### src/rtl/race_pkg.sv
`timescale 1ns/1ps
package race_pkg;
  typedef enum logic [2:0] {
    ST_IDLE  = 3'd0,
    ST_ARM   = 3'd1,
    ST_GO    = 3'd2,
    ST_LEAD1 = 3'd3,
    ST_LEAD2 = 3'd4
  } race_st_t;

  localparam logic [1:0] WIN_NONE = 2'b00;
  localparam logic [1:0] WIN_P1   = 2'b01;
  localparam logic [1:0] WIN_P2   = 2'b10;

  localparam logic [6:0] SEG_ONE   = 7'b1111001;
  localparam logic [6:0] SEG_TWO   = 7'b0100100;
  localparam logic [6:0] SEG_EIGHT = 7'b0000000;
endpackage

### src/rtl/race_holdoff.sv
`timescale 1ns/1ps
module race_holdoff #(
  parameter int WAIT_CYC = 16
) (
  input  logic clk,
  input  logic rst,
  input  logic clr,
  input  logic en,
  output logic done
);
  localparam int WW = (WAIT_CYC > 1) ? $clog2(WAIT_CYC) : 1;
  localparam logic [WW-1:0] LAST = WW'(WAIT_CYC - 1);

  logic [WW-1:0] tick_q;

  always_ff @(posedge clk) begin
    if (rst || clr) tick_q <= '0;
    else if (en && tick_q != LAST) tick_q <= tick_q + 1'b1;
  end

  assign done = en && (tick_q == LAST);
endmodule

### src/rtl/race_counter.sv
`timescale 1ns/1ps
module race_counter #(
  parameter int CNT_W = 8
) (
  input  logic             clk,
  input  logic             rst,
  input  logic             clr,
  input  logic             en,
  output logic [CNT_W-1:0] value
);
  localparam logic [CNT_W-1:0] TOP = '1;

  always_ff @(posedge clk) begin
    if (rst || clr) value <= '0;
    else if (en && value != TOP) value <= value + 1'b1;
  end
endmodule

### src/rtl/race_fsm.sv
`timescale 1ns/1ps
module race_fsm
  import race_pkg::*;
(
  input  logic       clk,
  input  logic       rst,
  input  logic       start_btn,
  input  logic       p1_btn,
  input  logic       p2_btn,
  input  logic       hold_done,
  output logic       hold_clr,
  output logic       hold_en,
  output logic       cnt_clr,
  output logic       cnt_en,
  output logic       red_q,
  output logic       green_q,
  output logic [1:0] win_q,
  output logic [1:0] win_nxt
);
  race_st_t st_q, st_nxt;

  always_comb begin
    st_nxt  = st_q;
    win_nxt = win_q;
    unique case (st_q)
      ST_IDLE: if (start_btn) begin
        st_nxt  = ST_ARM;
        win_nxt = WIN_NONE;
      end
      ST_ARM: begin
        if (p1_btn || p2_btn) st_nxt = ST_IDLE;
        else if (hold_done)   st_nxt = ST_GO;
      end
      ST_GO: begin
        if (p1_btn)      st_nxt = ST_LEAD1;
        else if (p2_btn) st_nxt = ST_LEAD2;
      end
      ST_LEAD1: if (p2_btn) begin
        st_nxt  = ST_IDLE;
        win_nxt = WIN_P1;
      end
      ST_LEAD2: if (p1_btn) begin
        st_nxt  = ST_IDLE;
        win_nxt = WIN_P2;
      end
      default: st_nxt = ST_IDLE;
    endcase
  end

  assign hold_clr = (st_q == ST_IDLE) && start_btn;
  assign cnt_clr  = hold_clr;
  assign hold_en  = (st_q == ST_ARM);
  assign cnt_en   = (st_q == ST_GO) || (st_q == ST_LEAD1) || (st_q == ST_LEAD2);

  always_ff @(posedge clk) begin
    if (rst) begin
      st_q    <= ST_IDLE;
      win_q   <= WIN_NONE;
      red_q   <= 1'b0;
      green_q <= 1'b0;
    end else begin
      st_q    <= st_nxt;
      win_q   <= win_nxt;
      red_q   <= (st_nxt == ST_ARM);
      green_q <= (st_nxt == ST_GO) || (st_nxt == ST_LEAD1) || (st_nxt == ST_LEAD2);
    end
  end
endmodule

### src/rtl/race_windigit.sv
`timescale 1ns/1ps
module race_windigit
  import race_pkg::*;
(
  input  logic       clk,
  input  logic       rst,
  input  logic [1:0] code_nxt,
  output logic [6:0] seg
);
  logic [6:0] pat;

  always_comb begin
    unique case (code_nxt)
      WIN_P1:  pat = SEG_ONE;
      WIN_P2:  pat = SEG_TWO;
      default: pat = SEG_EIGHT;
    endcase
  end

  always_ff @(posedge clk) begin
    if (rst) seg <= SEG_EIGHT;
    else     seg <= pat;
  end
endmodule

### src/rtl/race_ctrl.sv
`timescale 1ns/1ps
module race_ctrl #(
  parameter int WAIT_CYC = 16,
  parameter int CNT_W    = 8
) (
  input  logic             clk,
  input  logic             rst,
  input  logic             start_btn,
  input  logic             p1_btn,
  input  logic             p2_btn,
  output logic             red_led,
  output logic             green_led,
  output logic [CNT_W-1:0] elapsed,
  output logic [1:0]       winner,
  output logic [6:0]       win_seg
);
  logic hold_done, hold_clr, hold_en, cnt_clr, cnt_en;
  logic [1:0] win_nxt;

  race_fsm u_fsm (
    .clk(clk), .rst(rst), .start_btn(start_btn), .p1_btn(p1_btn), .p2_btn(p2_btn),
    .hold_done(hold_done), .hold_clr(hold_clr), .hold_en(hold_en),
    .cnt_clr(cnt_clr), .cnt_en(cnt_en), .red_q(red_led), .green_q(green_led),
    .win_q(winner), .win_nxt(win_nxt)
  );

  race_holdoff #(.WAIT_CYC(WAIT_CYC)) u_hold (
    .clk(clk), .rst(rst), .clr(hold_clr), .en(hold_en), .done(hold_done)
  );

  race_counter #(.CNT_W(CNT_W)) u_cnt (
    .clk(clk), .rst(rst), .clr(cnt_clr), .en(cnt_en), .value(elapsed)
  );

  race_windigit u_digit (
    .clk(clk), .rst(rst), .code_nxt(win_nxt), .seg(win_seg)
  );
endmodule

### config.mk
export PLATFORM = sky130hd
export DESIGN_NAME = race_ctrl
export DESIGN_NICKNAME = d
export VERILOG_FILES = /design/src/rtl/race_pkg.sv /design/src/rtl/race_holdoff.sv /design/src/rtl/race_counter.sv /design/src/rtl/race_fsm.sv /design/src/rtl/race_windigit.sv /design/src/rtl/race_ctrl.sv
export SDC_FILE = /design/constraint.sdc
export NUM_CORES = 1
export LEC_CHECK = 0
export ABC_AREA = 1
export BUFFER_PORTS_ARGS = -buffer_cell sky130_fd_sc_hd__buf_2
export CELL_PAD_IN_SITES_DETAIL_PLACEMENT = 0
export CELL_PAD_IN_SITES_GLOBAL_PLACEMENT = 1
export CORE_MARGIN = 2
export CORE_UTILIZATION = 40
export DETAILED_ROUTE_END_ITERATION = 12
export PLACE_DENSITY_LB_ADDON = 0.1
export SYNTH_ARGS = -nofsm -noshare
export SYNTH_HDL_FRONTEND = slang
export SYNTH_SLANG_ARGS = --single-unit
### constraint.sdc
create_clock -name clk -period 2.25 [get_ports clk]
set_clock_uncertainty 0.05 [all_clocks]
set_input_delay 0.225 -clock clk [delete_from_list [all_inputs] [get_ports clk]]
set_output_delay 0.225 -clock clk [all_outputs]
set_load 0.02 [all_outputs]
==> qor.yml, run 1 <==
outcome:
  status: "finished, final reports clean"
setup_path:
  crit_type: "reg2reg"
  worstSetupStartpoint: "u_fsm.st_q[1]"
  worstPathArrival_ps: 1640
  path_max_fanout: 6
  setup.worst_path.end_class: "register"
  ff2ff_path_depth: 7
  rrSetupSlack_ps: 810
  worstSetupEndpoint: "u_digit.seg[5]"
  worstReg2RegStart: "u_fsm.st_q[1]"
  required_ps: 2460
  start_kind: "register"
  reg2reg_to: "u_digit.seg[5]"
power_and_ir_drop:
  p_int_uw: 589
  p_seq_share_pct: 53.1
  max-vdd-ir-drop_mv: 0.423
  power_density_nw_per_um2: 553
  clockPowerShare_pct: 40.7
  switching_share_pct: 21.4
  combPwrFrac_pct: 6.2
  net-switching-power_uw: 160
  p_leak_uw: 0.000618
cts:
  ctsResizeCount: 0
  post-cts-setup-buffers: 0
  clkLatencyLatePin_ps: 310
  clkTransAtPathRegs_ps: 130
  cts_hold_buf: 0
  cts_tree: "built"
  clock_sinks: 22
  clk_path_buf_depth: 2
  ctsRootBufferMaster: "clkbuf_4"
  htreeDepth: 1
  cts_made_buffers: 3
sta:
  max_freq_mhz: 695
  grt_setup_unrepaired: "no"
  setup_viol_count_final: 0
  min_period_over_period_pct: 63.9
  fin_tns_setup_ps: 0
  hold_violations: 0
  slew_violations: 0
  fin_crit_ps: 1440
detailed_routing:
  drt_iter0_drc: 72
  num_vias: 1040
  post_drt_wl_per_cell_um: 10.2
  ant_nets: 0
  firstDrtPassIters: 4
  drt-total-wl_mm: 2.25
  vias_per_cell: 4.71
  drc: 0
synth:
  synthTopCellsByArea: "dfxtp_1 (37%), nand2_1 (9.8%), nor2_1 (8.9%)"
  synth_top_area_share_pct: 37.1
  syn_area_um2: 1190
  syn_inst: 169
  synth_cell_types: 24
  ys_warn_count: 0
  synth-seq-cells: 22
  synth.avg_cell_area_um2: 7.03
  yosysSeqAreaShare_pct: 37.1
  syn_nets: 178
  synth_top_cell_by_area: "dfxtp_1"
floorplan:
  die_h_um: 58.5
  die_area_um2: 3420
  start_util_pct: 42.7
  core_um2: 2780
  die_w_um: 58.5
  row_count: 19
  ios: 24
global_route:
  grt_pass1_wl_mm: 3.95
  grt_pass1_vias: 910
  antenna_found_initial: 0
  grt.overflow.total: 0
  grt_max_degree: 14
  grt_usage_pct: 15.0
finish:
  layout-drive-gt1-share_pct: 25.3
  n_antenna_cell: 0
  design_area_um2: 1360
  syn2layout_area_growth_pct: 14.1
  fin_cells: 221
  fillCellCount: 298
  fin_nets: 200
place:
  place_congestion: 0.780
  io_buffers: 22
  placed_cell_area_um2: 1300
  place_inst: 217
  dp.final_hpwl_mm: 1.75
min_path:
  min_path_type: "in2reg"
  hold_path_depth: 2
job:
  cap_violations: 0
[placed cells by master, fill, tap and decap left out]
cell / instances
a31oi_1: 1
nor2_2: 5
nand2_2: 4
o21ai_2: 1
nand4_1: 1
nand2_1: 31
o211ai_1: 1
inv_2: 4
nor2_1: 28
o21ai_0: 7
xor2_1: 3
clkbuf_4: 3
dfxtp_1: 22
a21oi_1: 10
conb_1: 1
a21oi_2: 1
or2_1: 1
nand2_4: 4
bufinv_16: 1
buf_2: 22
inv_1: 18
inv_4: 1
nor2_4: 2
ha_1: 4
nand3_1: 14
[power groups by stage]
| stage | sequential [uW] | clock (uW) | combinational, uW |
|---|---|---|---|
| after floorplan | 407 | 0 | 32.8 |
| after global placement | 406 | 0 | 46.4 |
| after detailed placement | 406 | 0 | 46.6 |
| after CTS | 398 | 320 | 46.8 |
| after global routing | 399 | 339 | 52.9 |
| final | 398 | 305 | 46.3 |
[Yosys cell counts]
cell type,count
conb_1,1
inv_1,18
nand2_1,31
nand2_4,4
a31oi_1,1
inv_2,4
ha_1,4
o21ai_0,7
nor2_4,2
nand3_1,14
a21oi_2,1
xor2_1,3
clkbuf_1,1
nor2_2,5
nand2_2,4
a21oi_1,10
buf_4,4
nand4_1,1
inv_4,1
nor2_1,28
o21ai_2,1
or2_1,1
dfxtp_1,22
o211ai_1,1
[final cells by class]
cell class / count / area [um2] / share of cell area, %
Clock buffer: 3 / 22.5 / 1.66
Multi-Input combinational cell: 119 / 624 / 46.1
Timing Repair Buffer: 22 / 110 / 8.13
Sequential cell: 22 / 440 / 32.5
Inverter: 23 / 88.8 / 6.56
Tap cell: 31 / 38.8 / 2.86
Clock inverter: 1 / 30.0 / 2.22
[kinds of logic after synthesis]
kind of cell    count (synthesis)  share of synthesized area [%]
simple gates                   90                           36.0
buf+inv                        28                           10.3
flops                          22                           37.1
compound gates                 21                           9.80
fa+ha+maj                       4                           4.22
xor+xnor                        3                           2.21
other cells                     1                          0.316
[routing by layer]
metal / vias to the layer above / track usage, % / part of all wire [%]
met5: - / 0 / 0
met4: 0 / 4.98 / 0.80
met3: 2 / 3.96 / 3.2
met2: 13 / 23.9 / 46
met1: 463 / 19.6 / 50
li1: 562 / - / -
[how the worst min path moves through the flow]
stage | from | end
after CTS | rst | u_digit.seg[5]
after detailed placement | u_hold.tick_q[2] | u_hold.tick_q[2]
after global placement | u_hold.tick_q[2] | u_hold.tick_q[2]
after floorplan | rst | u_cnt.value[6]
final | rst | u_digit.seg[5]
after global routing | rst | u_fsm.st_q[1]
[critical path: stages, from the launching register on]
cell and delay, ps:
dfxtp_1 480, nand3_1 160, nor2_1 140, inv_1 50, nand3_1 70, o21ai_2 70
ha_1 270, nor2_1 90
[metrics by stage]
stage | hold slack (ps) | total power (uW) | util [%] | worst slack, ps
final | 169 | 749 | 48.7 | 811
after CTS | 158 | 765 | 48.7 | 797
after detailed placement | 418 | 453 | 46.8 | 839
after floorplan | 336 | 440 | - | 818
after global routing | 154 | 790 | 48.7 | 645
after global placement | 415 | 452 | 46.8 | 865
[state kept, by name, indices dropped and copies added, names as in the netlist]
signal and count:
u_fsm.st_q 3, u_hold.tick_q 4, u_cnt.value 8, u_fsm.green_q 1
u_fsm.red_q 1, u_digit.seg 3, u_fsm.win_q 2
Power figures use the tool's default switching activity.
==> run 2: changes to the inputs <==
--- a/config.mk
+++ b/config.mk
@@ -10,7 +10,7 @@
 export CELL_PAD_IN_SITES_DETAIL_PLACEMENT = 0
 export CELL_PAD_IN_SITES_GLOBAL_PLACEMENT = 1
 export CORE_MARGIN = 2
-export CORE_UTILIZATION = 40
+export CORE_UTILIZATION = 38
 export DETAILED_ROUTE_END_ITERATION = 12
 export PLACE_DENSITY_LB_ADDON = 0.1
 export SYNTH_ARGS = -nofsm -noshare
==> constraint.sdc (replaced) <==
create_clock -name clk -period 1.5 [get_ports clk]
set_clock_uncertainty 0.05 [all_clocks]
set_input_delay 0.15 -clock clk [delete_from_list [all_inputs] [get_ports clk]]
set_output_delay 0.15 -clock clk [all_outputs]
set_load 0.02 [all_outputs]
==> qor.yml, run 2 (synthesis results as in run 1) <==
outcome:
  status: "finished, final reports clean"  # unchanged
setup_path:
  crit_chain: "nor2_2 -> nand3_1 -> o211ai_1 -> nand2_1 -> ha_1 -> nor2_1"  # was nand3_1 -> nor2_1 -> inv_1 -> nand3_1 -> o21ai_2 -> ha_1 -> nor2_1
  slowest_stage: "dfxtp_2"  # was dfxtp_1
  crit_family: "simple AND/OR/NAND/NOR gates"  # was flip-flops
  worstPathArrival_ps: 1590  # was 1640 ps
  crit_buf_inv: 0  # was 1
  critPathMaxStageDelay_ps: 390  # was 480 ps
  path_max_fanout: 6  # unchanged
  start_kind: "register"  # unchanged
  setup.worst_path.end_class: "register"  # unchanged
  ff2ff_path_depth: 6  # was 7
  required_ps: 1720  # was 2460 ps
  cp.depth: 6  # was 7
  crit_type: "reg2reg"  # unchanged
sta:
  min_period_over_period_pct: 91.1  # was 63.9%
  fin_crit_ps: 1370  # was 1440 ps
  hold_violations: 0  # unchanged
  grt_setup_unrepaired: "no"  # unchanged
  slew_violations: 0  # unchanged
  max_freq_mhz: 732  # was 695 MHz
  setup_viol_count_final: 0  # unchanged
  fin_tns_setup_ps: 0  # unchanged
cts:
  clock_sinks: 22  # unchanged
  clkTransAtPathRegs_ps: 130  # about the same
  cts_tree: "built"  # unchanged
  htreeDepth: 1  # unchanged
  clkLatencyLatePin_ps: 320  # was 310 ps
  clk_path_buf_depth: 2  # unchanged
  ctsRootBufferMaster: "clkbuf_4"  # unchanged
  cts_made_buffers: 3  # unchanged
detailed_routing:
  post_drt_wl_per_cell_um: 11.0  # was 10.2 um
  drt-total-wl_mm: 2.49  # was 2.25 mm
  drt_iter0_drc: 51  # was 72
  ant_nets: 0  # unchanged
  drc: 0  # unchanged
  vias_per_cell: 4.83  # was 4.71
  firstDrtPassIters: 4  # unchanged
  num_vias: 1091  # was 1,040
power_and_ir_drop:
  clockPowerShare_pct: 41.1  # was 40.7%
  power_density_nw_per_um2: 804  # was 553 nW/um2
  switching_share_pct: 21.9  # was 21.4%
  combPwrFrac_pct: 6.2  # about the same
  p_seq_share_pct: 52.7  # was 53.1%
  p_leak_uw: 0.000635  # was 0.000618 uW
  net-switching-power_uw: 248  # was 160 uW
  max-vdd-ir-drop_mv: 0.383  # was 0.423 mV
  p_int_uw: 882  # was 589 uW
global_route:
  grt_usage_pct: 15.2  # was 15.0%
  grt_max_degree: 14  # unchanged
  grt.overflow.total: 0  # unchanged
  antenna_found_initial: 0  # unchanged
  grt_pass1_wl_mm: 4.07  # was 3.95 mm
  grt_pass1_vias: 977  # was 910
floorplan:
  start_util_pct: 39.5  # was 42.7%
  die_area_um2: 3590  # was 3420 um2
  row_count: 20  # was 19
  die_w_um: 59.9  # was 58.5 um
  ios: 24  # unchanged
  core_um2: 3000  # was 2780 um2
  die_h_um: 59.9  # was 58.5 um
finish:
  syn2layout_area_growth_pct: 18.3  # was 14.1%
  fin_cells: 226  # was 221
  fin_nets: 203  # was 200
  regMostFlops: "u_cnt.value"  # unchanged
  layout_common_cells: "nand2_1 (30), nor2_1 (27), buf_2 (22)"  # was nand2_1 (31), nor2_1 (28), buf_2 (22), dfxtp_1 (22), inv_1 (18)
  layout-drive-gt1-share_pct: 31.1  # was 25.3%
  n_antenna_cell: 0  # unchanged
  top_regs: "u_cnt.value x8, u_hold.tick_q x4"  # unchanged
  mostFrequentLayoutCell: "nand2_1"  # unchanged
  largest_reg_flops: 8  # unchanged
place:
  dp.final_hpwl_mm: 1.91  # was 1.75 mm
  io_buffers: 22  # unchanged
  place_inst: 221  # was 217
  place_congestion: 0.824  # was 0.780
job:
  cap_violations: 0  # unchanged
min_path:
  min_path_type: "in2reg"  # unchanged
  hold_path_depth: 2  # unchanged
==> run 2: changes by cell type in the layout (fill, tap and decap cells not counted), sizes merged <==
cell,change
buf,+3
==> run 2: repair_timing <==
action,CTS,global route
endpoints found under the setup margin,0,10
resized for setup,0,10
hold buffers,0,0
setup buffers,0,1
==> run 2: worst register-to-register path, delay by kind of cell, from the launching register on <==
kind | cells | cell delay [ps]
AND/OR/NAND/NOR | 4 | 480
flip-flops | 1 | 390
adder cells (fa/ha/maj) | 1 | 300
AO/OA/AOI/OAI | 1 | 110
==> run 2: path summary, 6_finish.rpt <==
check | startpoint | to | slack [ps]
worst max-delay path | u_fsm.st_q[1] | u_digit.seg[5] | 130
worst min-delay path | rst | u_digit.seg[5] | 80
worst max register to register | u_fsm.st_q[1] | u_digit.seg[5] | 130
worst min register to register | u_hold.tick_q[2] | u_hold.tick_q[2] | 450
==> run 2: power groups by stage <==
stage                     sequential [uW]  clock, uW  combinational (uW)
final                                 595        464                70.5
after global placement                610          0                70.2
after global routing                  597        503                79.9
after CTS                             597        482                71.1
after detailed placement              609          0                71.2
after floorplan                       611          0                49.3
==> run 2: layout make-up <==
class	instances	area [um2]
timing repair buffer	25	133
multi-input combinational	119	642
sequential	22	448
clock buffer	3	22.5
inverter	23	88.8
clock inverter	1	30.0
fill	306	1600
tap	33	41.3
==> run 2: routing by layer <==
layer	vias up	wire [um]	GRT usage, %
met5	-	0	0
met3	7	90	2.60
met4	0	65	8.25
met2	27	1220	25.3
li1	574	-	-
met1	483	1110	18.5
==> run 2: per-stage QoR <==
| stage | area [um2] | hold slack [ps] | worst slack [ps] | util (%) | power (uW) |
|---|---|---|---|---|---|
| floorplan | 1190 | 261 | 67.8 | - | 660 |
| global placement | 1320 | 418 | 105 | 44.0 | 680 |
| detailed placement | 1320 | 422 | 81.9 | 44.0 | 681 |
| CTS | 1370 | 77.9 | 54.8 | 45.7 | 1150 |
| global route | 1410 | 85.6 | 3.09 | 46.8 | 1180 |
| finish | 1410 | 82.9 | 133 | 46.8 | 1130 |
